File: src/rtl/tone_steer_pkg.sv
package tone_steer_pkg;

    typedef enum logic [1:0] {
        ST_IDLE   = 2'd0,
        ST_SETTLE = 2'd1,
        ST_HOLD   = 2'd2
    } steer_st_e;

    function automatic int unsigned max3(input int unsigned a,
                                         input int unsigned b,
                                         input int unsigned c);
        int unsigned m;
        m = a;
        if (b > m) m = b;
        if (c > m) m = c;
        return m;
    endfunction

endpackage

File: src/rtl/tsp_run_cnt.sv
module tsp_run_cnt #(
    parameter int unsigned W = 4
) (
    input  logic         clk,
    input  logic         rst_n,
    input  logic         clr_i,
    input  logic         inc_i,
    input  logic [W-1:0] last_i,
    output logic         hit_o
);

    typedef struct packed {
        logic [W-1:0] cnt;
    } cnt_t;

    cnt_t cnt_d, cnt_q;

    assign hit_o = inc_i && (cnt_q.cnt == last_i);

    always_comb begin
        cnt_d = cnt_q;
        if (clr_i) begin
            cnt_d.cnt = '0;
        end else if (inc_i) begin
            if (hit_o) cnt_d.cnt = '0;
            else       cnt_d.cnt = cnt_q.cnt + 1'b1;
        end
    end

    always_ff @(posedge clk or negedge rst_n) begin
        if (!rst_n) cnt_q <= '0;
        else        cnt_q <= cnt_d;
    end

endmodule

File: src/rtl/tsp_irq.sv
module tsp_irq (
    input  logic clk,
    input  logic rst_n,
    input  logic set_i,
    input  logic rd_i,
    input  logic drop_i,
    input  logic en_i,
    output logic irq_n_o
);

    typedef struct packed {
        logic pend;
    } irq_t;

    irq_t irq_d, irq_q;

    always_comb begin
        irq_d = irq_q;
        if (set_i)              irq_d.pend = 1'b1;
        else if (rd_i || drop_i) irq_d.pend = 1'b0;
    end

    always_ff @(posedge clk or negedge rst_n) begin
        if (!rst_n) irq_q <= '0;
        else        irq_q <= irq_d;
    end

    assign irq_n_o = ~(en_i & irq_q.pend);

endmodule

File: src/rtl/tsp_steer.sv
module tsp_steer
    import tone_steer_pkg::*;
#(
    parameter int unsigned PRESENT_CYC = 16,
    parameter int unsigned PAUSE_CYC   = 16,
    parameter int unsigned SETTLE_CYC  = 4,
    parameter int unsigned CODE_W      = 4
) (
    input  logic              clk,
    input  logic              rst_n,
    input  logic              early_i,
    input  logic [CODE_W-1:0] code_i,
    output logic              guard_o,
    output logic              flag_o,
    output logic [CODE_W-1:0] data_o,
    output logic              rise_o,
    output logic              fall_o
);

    localparam int unsigned MAXC = max3(PRESENT_CYC, PAUSE_CYC, SETTLE_CYC);
    localparam int unsigned CW   = (MAXC < 2) ? 1 : $clog2(MAXC);
    localparam logic [CW-1:0] PRESENT_LAST = CW'(PRESENT_CYC - 1);
    localparam logic [CW-1:0] PAUSE_LAST   = CW'(PAUSE_CYC - 1);
    localparam logic [CW-1:0] SETTLE_LAST  = CW'(SETTLE_CYC - 1);

    typedef struct packed {
        steer_st_e         st;
        logic              guard;
        logic              flag;
        logic [CODE_W-1:0] cap;
        logic [CODE_W-1:0] data;
    } steer_t;

    steer_t s_d, s_q;

    logic          run_clr;
    logic          run_inc;
    logic [CW-1:0] run_last;
    logic          run_hit;

    tsp_run_cnt #(.W(CW)) u_run (
        .clk    (clk),
        .rst_n  (rst_n),
        .clr_i  (run_clr),
        .inc_i  (run_inc),
        .last_i (run_last),
        .hit_o  (run_hit)
    );

    always_comb begin
        s_d      = s_q;
        run_clr  = 1'b0;
        run_inc  = 1'b0;
        run_last = PRESENT_LAST;
        rise_o   = 1'b0;
        fall_o   = 1'b0;
        // guard follows presence once set, never re-arms by itself
        s_d.guard = s_q.guard & early_i;
        unique case (s_q.st)
            ST_IDLE: begin
                run_inc  = early_i;
                run_clr  = ~early_i;
                run_last = PRESENT_LAST;
                if (run_hit) begin
                    s_d.st    = ST_SETTLE;
                    s_d.guard = 1'b1;
                    s_d.cap   = code_i;
                end
            end
            ST_SETTLE: begin
                run_inc  = 1'b1;
                run_last = SETTLE_LAST;
                if (run_hit) begin
                    s_d.st   = ST_HOLD;
                    s_d.flag = 1'b1;
                    s_d.data = s_q.cap;
                    rise_o   = 1'b1;
                end
            end
            ST_HOLD: begin
                run_inc  = ~early_i;
                run_clr  = early_i;
                run_last = PAUSE_LAST;
                if (run_hit) begin
                    s_d.st   = ST_IDLE;
                    s_d.flag = 1'b0;
                    fall_o   = 1'b1;
                end
            end
            default: begin
                s_d.st = ST_IDLE;
            end
        endcase
    end

    always_ff @(posedge clk or negedge rst_n) begin
        if (!rst_n) begin
            s_q.st    <= ST_IDLE;
            s_q.guard <= 1'b0;
            s_q.flag  <= 1'b0;
            s_q.cap   <= '0;
            s_q.data  <= '0;
        end else begin
            s_q <= s_d;
        end
    end

    assign guard_o = s_q.guard;
    assign flag_o  = s_q.flag;
    assign data_o  = s_q.data;

endmodule

File: src/rtl/tone_steer.sv
module tone_steer #(
    parameter int unsigned PRESENT_CYC = 16,
    parameter int unsigned PAUSE_CYC   = 16,
    parameter int unsigned SETTLE_CYC  = 4
) (
    input  logic       clk,
    input  logic       rst_n,
    input  logic       early_i,
    input  logic [3:0] code_i,
    input  logic       irq_en_i,
    input  logic       rd_data_i,
    output logic       guard_o,
    output logic [3:0] rx_data_o,
    output logic       dv_flag_o,
    output logic       irq_n_o
);

    logic flag_rise;
    logic flag_fall;

    tsp_steer #(
        .PRESENT_CYC (PRESENT_CYC),
        .PAUSE_CYC   (PAUSE_CYC),
        .SETTLE_CYC  (SETTLE_CYC),
        .CODE_W      (4)
    ) u_steer (
        .clk     (clk),
        .rst_n   (rst_n),
        .early_i (early_i),
        .code_i  (code_i),
        .guard_o (guard_o),
        .flag_o  (dv_flag_o),
        .data_o  (rx_data_o),
        .rise_o  (flag_rise),
        .fall_o  (flag_fall)
    );

    tsp_irq u_irq (
        .clk     (clk),
        .rst_n   (rst_n),
        .set_i   (flag_rise),
        .rd_i    (rd_data_i),
        .drop_i  (flag_fall),
        .en_i    (irq_en_i),
        .irq_n_o (irq_n_o)
    );

endmodule

File: config.mk
export PLATFORM = sky130hd
export DESIGN_NAME = tone_steer
export DESIGN_NICKNAME = d
export VERILOG_FILES = /design/src/rtl/tone_steer_pkg.sv /design/src/rtl/tsp_run_cnt.sv /design/src/rtl/tsp_irq.sv /design/src/rtl/tsp_steer.sv /design/src/rtl/tone_steer.sv
export SDC_FILE = /design/constraint.sdc
export NUM_CORES = 1
export LEC_CHECK = 0
export BUFFER_PORTS_ARGS = -buffer_cell sky130_fd_sc_hd__buf_2
export CORE_MARGIN = 2
export CORE_UTILIZATION = 50
export CTS_BUF_LIST = sky130_fd_sc_hd__clkbuf_4 sky130_fd_sc_hd__clkbuf_8
export DETAILED_ROUTE_END_ITERATION = 10
export PLACE_DENSITY = 0.73
export SYNTH_ARGS = -nofsm -noshare
export SYNTH_HDL_FRONTEND = slang
export SYNTH_SLANG_ARGS = --single-unit
File: constraint.sdc
create_clock -name clk -period 2.2 [get_ports clk]
set_clock_uncertainty 0.2 [all_clocks]
set_input_delay 0.33 -clock clk [delete_from_list [all_inputs] [get_ports clk]]
set_output_delay 0.33 -clock clk [all_outputs]
set_load 0.03 [all_outputs]
### After elaboration in Yosys (flattened, before gate mapping)

Cells that the tools add are included.

| word-level totals | value |
|---|---|
| register bits after elaboration | 17 |
| input bits | 9 |
| output and inout bits | 7 |
| word-level logic and storage cells | 47 |

| cells by class | value |
|---|---|
| equality and inequality tests | 6 |
| bitwise operators | 4 |
| add/subtract/negate cells | 1 |
| reduce and logical (&&, ||, !) cells | 10 |
| multiplexer cells | 19 |

Operator list:

| operator | number |
|---|---|
| 4-bit 2-to-1 mux | 4 |
| 1-bit 2-to-1 mux | 8 |
| 2-bit by 1-bit != test with 1-bit output, second input constant | 3 |
| 2-bit case mux with 3 select lines | 1 |
| 3-bit AND reduction | 2 |
| 2-bit nonzero test | 3 |
| 4-bit by 1-bit adder with 4-bit output, second input constant | 1 |
| 4-bit == test | 1 |
| 2-bit 2-to-1 mux | 2 |
| 1-bit case mux with 2 select lines | 2 |
| 2-bit AND reduction | 2 |
| 3-bit 2-to-1 mux | 1 |
| 1-bit case mux with 3 select lines | 1 |
| 1-bit bitwise AND | 2 |
| 2-bit by 1-bit == test with 1-bit output, second input constant | 1 |
| 2-bit == test, second input constant | 1 |
| 2-bit zero test | 1 |
| 1-bit inverter | 2 |
| 1-bit logical AND | 1 |
| 1-bit logical OR | 1 |

### Depth between registers and ports, before layout

| depth | value |
|---|---|
| word-level depth | 9 |
| mapped depth | 8 |

### Cells and area by module

From an unflattened synthesis, not the netlist that was laid out.

| unflattened totals | value |
|---|---|
| cell total of the unflattened synthesis | 79 |
| area, all modules | 883.3 um^2 |

By module, submodules not included:

| module | cells an instance | area an instance (um^2) | seq. area each (um^2) | instances |
|---|---|---|---|---|
| tsp_steer | 45 | 556.8 | 300.3 | 1 |
| tsp_run_cnt | 30 | 286.5 | 100.1 | 1 |
| tsp_irq | 4 | 40.0 | 25.0 | 1 |

### Worst setup path before layout

OpenSTA, ideal clock, no wires.

| timing path | value |
|---|---|
| path kind | register to register |
| from | reg u_steer.s_q[10] (netlist name) |
| to | reg u_steer.s_q[4] (netlist name) |
| clock period less this slack | 1.972 ns |
| arrival | 1.647 ns |
| library setup time | 0.125 ns |
| stages on the path, launching flop included | 9 |
| required time | 1.875 ns |
| buffers on the path | 1 |
| slack | 0.228 ns |
| cell sequence | dfrtp_1 inv_1 ha_1 mux2i_1 a2bb2oi_1 nor2b_2 buf_6 nand2_4 mux2_4 |

| between the ends | value |
|---|---|
| cells in the longest elaborated chain, start to end | 5 |
| elaborated cells on any way between the ends | 8 |

RTL lines:

| item | line | RTL |
|---|---|---|
| from (decl) | tsp_steer.sv:34 | `steer_t s_d, s_q;` |
| 2-bit by 1-bit == test with 1-bit output | tsp_steer.sv:59 | `unique case (s_q.st)` |
| 4-bit 2-to-1 mux | tsp_steer.sv:59 |  |
| 4-bit == test | tsp_run_cnt.sv:18 | `assign hit_o = inc_i && (cnt_q.cnt == last_i);` |
| 1-bit logical AND | tsp_run_cnt.sv:18 |  |
| 2-bit AND reduction (no source line) * | -- |  |

Mark *: on every way between the ends. The rest lies on a longest branch, timed or not.
A chain may end at the register's enable or synchronous reset.

### Final worst setup path

| timing path | value |
|---|---|
| from | reg u_steer.s_q[10] (netlist name) |
| to | reg u_steer.u_run.cnt_q[3] (netlist name) |

| between the ends | value |
|---|---|
| cells in the longest elaborated chain, start to end | 7 |
| elaborated cells on any way between the ends | 12 |

RTL lines:

| item | line | RTL |
|---|---|---|
| 2-bit by 1-bit == test with 1-bit output | tsp_steer.sv:59 |  |
| 4-bit 2-to-1 mux | tsp_steer.sv:59 |  |
| 4-bit == test | tsp_run_cnt.sv:18 |  |
| 1-bit logical AND | tsp_run_cnt.sv:18 |  |
| 4-bit 2-to-1 mux | tsp_run_cnt.sv:25 | `if (hit_o) cnt_d.cnt = '0;` |
| 4-bit 2-to-1 mux | tsp_run_cnt.sv:24 | `end else if (inc_i) begin` |
| 4-bit 2-to-1 mux | tsp_run_cnt.sv:22 | `if (clr_i) begin` |
| to (signal assigned) | tsp_run_cnt.sv:32 | `else cnt_q <= cnt_d;` |
| to (decl) | tsp_run_cnt.sv:16 | `cnt_t cnt_d, cnt_q;` |

Parallel ways exist; a longest one is shown, timed or not. The select of a mux whose other input is x is not followed.

==> flow_metrics.env <==
export IMPL_yosys_area_top_type_share_pct=46.96
export IMPL_worst_setup_path_type="flop to flop"
export IMPL_rows=15
export IMPL_tightest_slew_ns=0.3698
export IMPL_p_comb_share_pct=15.2
export IMPL_setup_violations=0
export IMPL_swShare_pct=26.68
export IMPL_synthCells=80
export IMPL_cts_tree="done"
export IMPL_die_w_um=46.57
export IMPL_start_util_pct=53.04
export IMPL_cp_max_fo=8
export IMPL_power_density_nw_per_um2=573.7
export IMPL_instances_no_fill=123
export IMPL_h_tree_depth=1
export IMPL_num_antenna_cells=0
export IMPL_rsz0062_at_grt="no"
export IMPL_die_y_um=46.57
export IMPL_root_buffer="clkbuf_4"
export IMPL_ys_types=27
export IMPL_drtAntennaViolNets=0
export IMPL_slew_viol_final=0
export IMPL_antenna_found_initial=0
export IMPL_dr_pass1_iters=4
export IMPL_grt_total_usage_pct=16.72
export IMPL_intPower_mw=0.4363
export IMPL_status="finished clean"
export IMPL_yosysWarningCount=0
export IMPL_dp_cells=118
export IMPL_clk_pin_slew_ns=0.10
export IMPL_slew_headroom_pct=75.35
export IMPL_final_net_count=114
export IMPL_fin_hold_ws_ns=0.06606
export IMPL_post_route_period_util_pct=91.58
export IMPL_drcViolationCount=0
export IMPL_avgSynthCellArea_um2=11.32
export IMPL_total_power_mw=0.5950
export IMPL_clk_latency_ns=0.28
export IMPL_layout_common_cells="dfrtp_1 (17), buf_2 (15), nand2_1 (9)"
export IMPL_portBuffers=15
export IMPL_grt_pass1_vias=585
export IMPL_grt_max_degree=18
export IMPL_cts_sinks=17
export IMPL_cts_buffers=3
export IMPL_overflow=0
export IMPL_cts_buffer_depth=2
export IMPL_synth_top_area_cell="dfrtp_1"
export IMPL_finalHoldViolations=0
export IMPL_final_common_cell="dfrtp_1"
export IMPL_drt_wirelength_per_cell_um=12.54
export IMPL_p_sw_mw=0.1588
export IMPL_ioPinCount=16
export IMPL_worst_ep_arrival_time_ns=2.05
export IMPL_via_count=622
export IMPL_area_growth_pct=14.50
export IMPL_drt_iter0_markers=9
export IMPL_tns_ns=0
export IMPL_hpwl_um=1200
export IMPL_pwr_share_seq_pct=57.5
export IMPL_final_layout_size_suffix_gt1_share_pct=36.73
export IMPL_vias_per_cell=5.057
export IMPL_finalCriticalPeriod_ns=2.015
export IMPL_grt_pass1_wl_um=2497
export IMPL_synth_seq_area_share_pct=46.96
export IMPL_worst_path_max_delay_cell="dfrtp_1"
export IMPL_hp_class="input pin to flop"
export IMPL_drv_cap=0
export IMPL_finalWirelength_um=1543
export IMPL_syn_area_um2=905.9
export IMPL_synth_nets=95
export IMPL_yosys_register_bits=17
export IMPL_clkPwrFrac_pct=27.3
export IMPL_crit_chain="inv_1, ha_1, mux2i_1, a2bb2oi_2, nor2b_2, buf_4, a211oi_1, a21o_1"
export IMPL_cp_end_kind="flop"
export IMPL_max_freq_mhz=496.4
export IMPL_die_area_um2=2168
export IMPL_place_congestion=0.8285
export IMPL_cellLeakagePower_nw=0.5479
export IMPL_core_area_um2=1708
export IMPL_cp_start_kind="flop"
export IMPL_synth_area_leaders="dfrtp_1 (47%), ha_1 (8.3%), mux2_4 (6.6%)"
export IMPL_required_ns=2.23
export IMPL_ir_worst_vdd_mv=0.5590
export IMPL_cpPeakStageDelay_ns=0.42
==> worst max-delay path: cells and delay by family, from the launching register on <==
| kind | cells | cell delay [ns] |
|---|---|---|
| muxes | 1 | 0.21 |
| AOI/OAI and AO/OA | 3 | 0.55 |
| and+or+nand+nor | 1 | 0.08 |
| DFF | 1 | 0.42 |
| buffers and inverters | 2 | 0.24 |
| adders and majority gates | 1 | 0.25 |
==> synthesized netlist by cell type <==
cell and count:
nand2b_1 2, nand2_4 1, nor2_1 5, a211oi_1 1, nand3b_1 1, buf_4 4
nand3_1 2, nor2b_2 1, inv_1 3, o21ai_0 6, nor4b_1 1, mux2i_1 1
nor2b_1 1, mux2_2 5, a2bb2oi_1 1, or3_1 1, dfrtp_1 17, o21a_1 1
buf_6 1, a32o_1 1, nand2_1 9, ha_1 6, mux2_4 4, and2_2 1
o22a_2 1, a21o_1 2, nor4_1 1
==> area by class of cell <==
cell class / count / area (um2)
clock buffers: 3 / 22.52
clock inverters: 1 / 5.005
inverters: 3 / 11.26
multi-input cells: 55 / 434.2
repair buffers: 19 / 107.6
flip-flops and latches: 17 / 425.4
well taps: 25 / 31.28
fillers: 158 / 670.6
==> power groups by stage <==
| stage | registers, mW | clock network (mW) | logic [mW] |
|---|---|---|---|
| after global routing | 0.344 | 0.185 | 0.0983 |
| final | 0.342 | 0.163 | 0.0902 |
| after CTS | 0.342 | 0.170 | 0.0896 |
| after global placement | 0.348 | 0 | 0.0870 |
| after detailed placement | 0.348 | 0 | 0.0882 |
| after floorplan | 0.366 | 0 | 0.0373 |
==> cell families after synthesis <==
| kind of cell | synth area share (%) |
|---|---|
| AOI/OAI and AO/OA | 9.807 |
| adders and majority gates | 8.287 |
| buffers and inverters | 5.801 |
| DFF | 46.96 |
| muxes | 13.95 |
| and+or+nand+nor | 15.20 |
==> flip-flops by register name, summed over array words and instances (netlist names) <==
signal / cells
u_irq.irq_q: 1
u_steer.flag_o: 1
u_steer.data_o: 4
u_steer.s_q: 6
u_steer.u_run.cnt_q: 4
u_steer.guard_o: 1
==> routing by layer <==
layer	wire length (um)	vias up	GRT usage [%]
met3	48	0	3.529
met4	0	0	8.571
met1	738	303	21.07
li1	-	307	-
met2	756	12	26.67
met5	0	-	0
==> what timing repair did <==
item                                    in CTS  in global routing
endpoints found under the setup margin       0                  2
hold endpoints to repair                    17                  0
gates resized for setup                      0                  1
hold buffers                                 1                  0
buffers inserted                             0                  0
==> per-stage QoR <==
stage / cell area, um2 / utilization (%) / setup slack, ns
floorplan: 905.9 / - / 0.2279
global placement: 993.5 / 58.17 / 0.2806
detailed placement: 993.5 / 58.17 / 0.1418
CTS: 1031 / 60.37 / 0.1170
global route: 1037 / 60.73 / 0.04694
finish: 1037 / 60.73 / 0.1853
==> path summary, 6_finish.rpt <==
check,startpoint,endpoint,slack (ns),cells after the start
setup / recovery,u_steer.s_q[10],u_steer.u_run.cnt_q[3],0.19,8
hold / removal,code_i[3],u_steer.s_q[7],0.07,2
setup reg to reg,u_steer.s_q[10],u_steer.u_run.cnt_q[3],0.19,8
hold reg to reg,u_steer.guard_o,u_steer.guard_o,0.28,2
max in group asynchronous,rst_n,u_steer.s_q[10],1.25,2
min in group asynchronous,rst_n,u_irq.irq_q,0.28,2
Note: power is estimated with default switching activity, not from simulation.
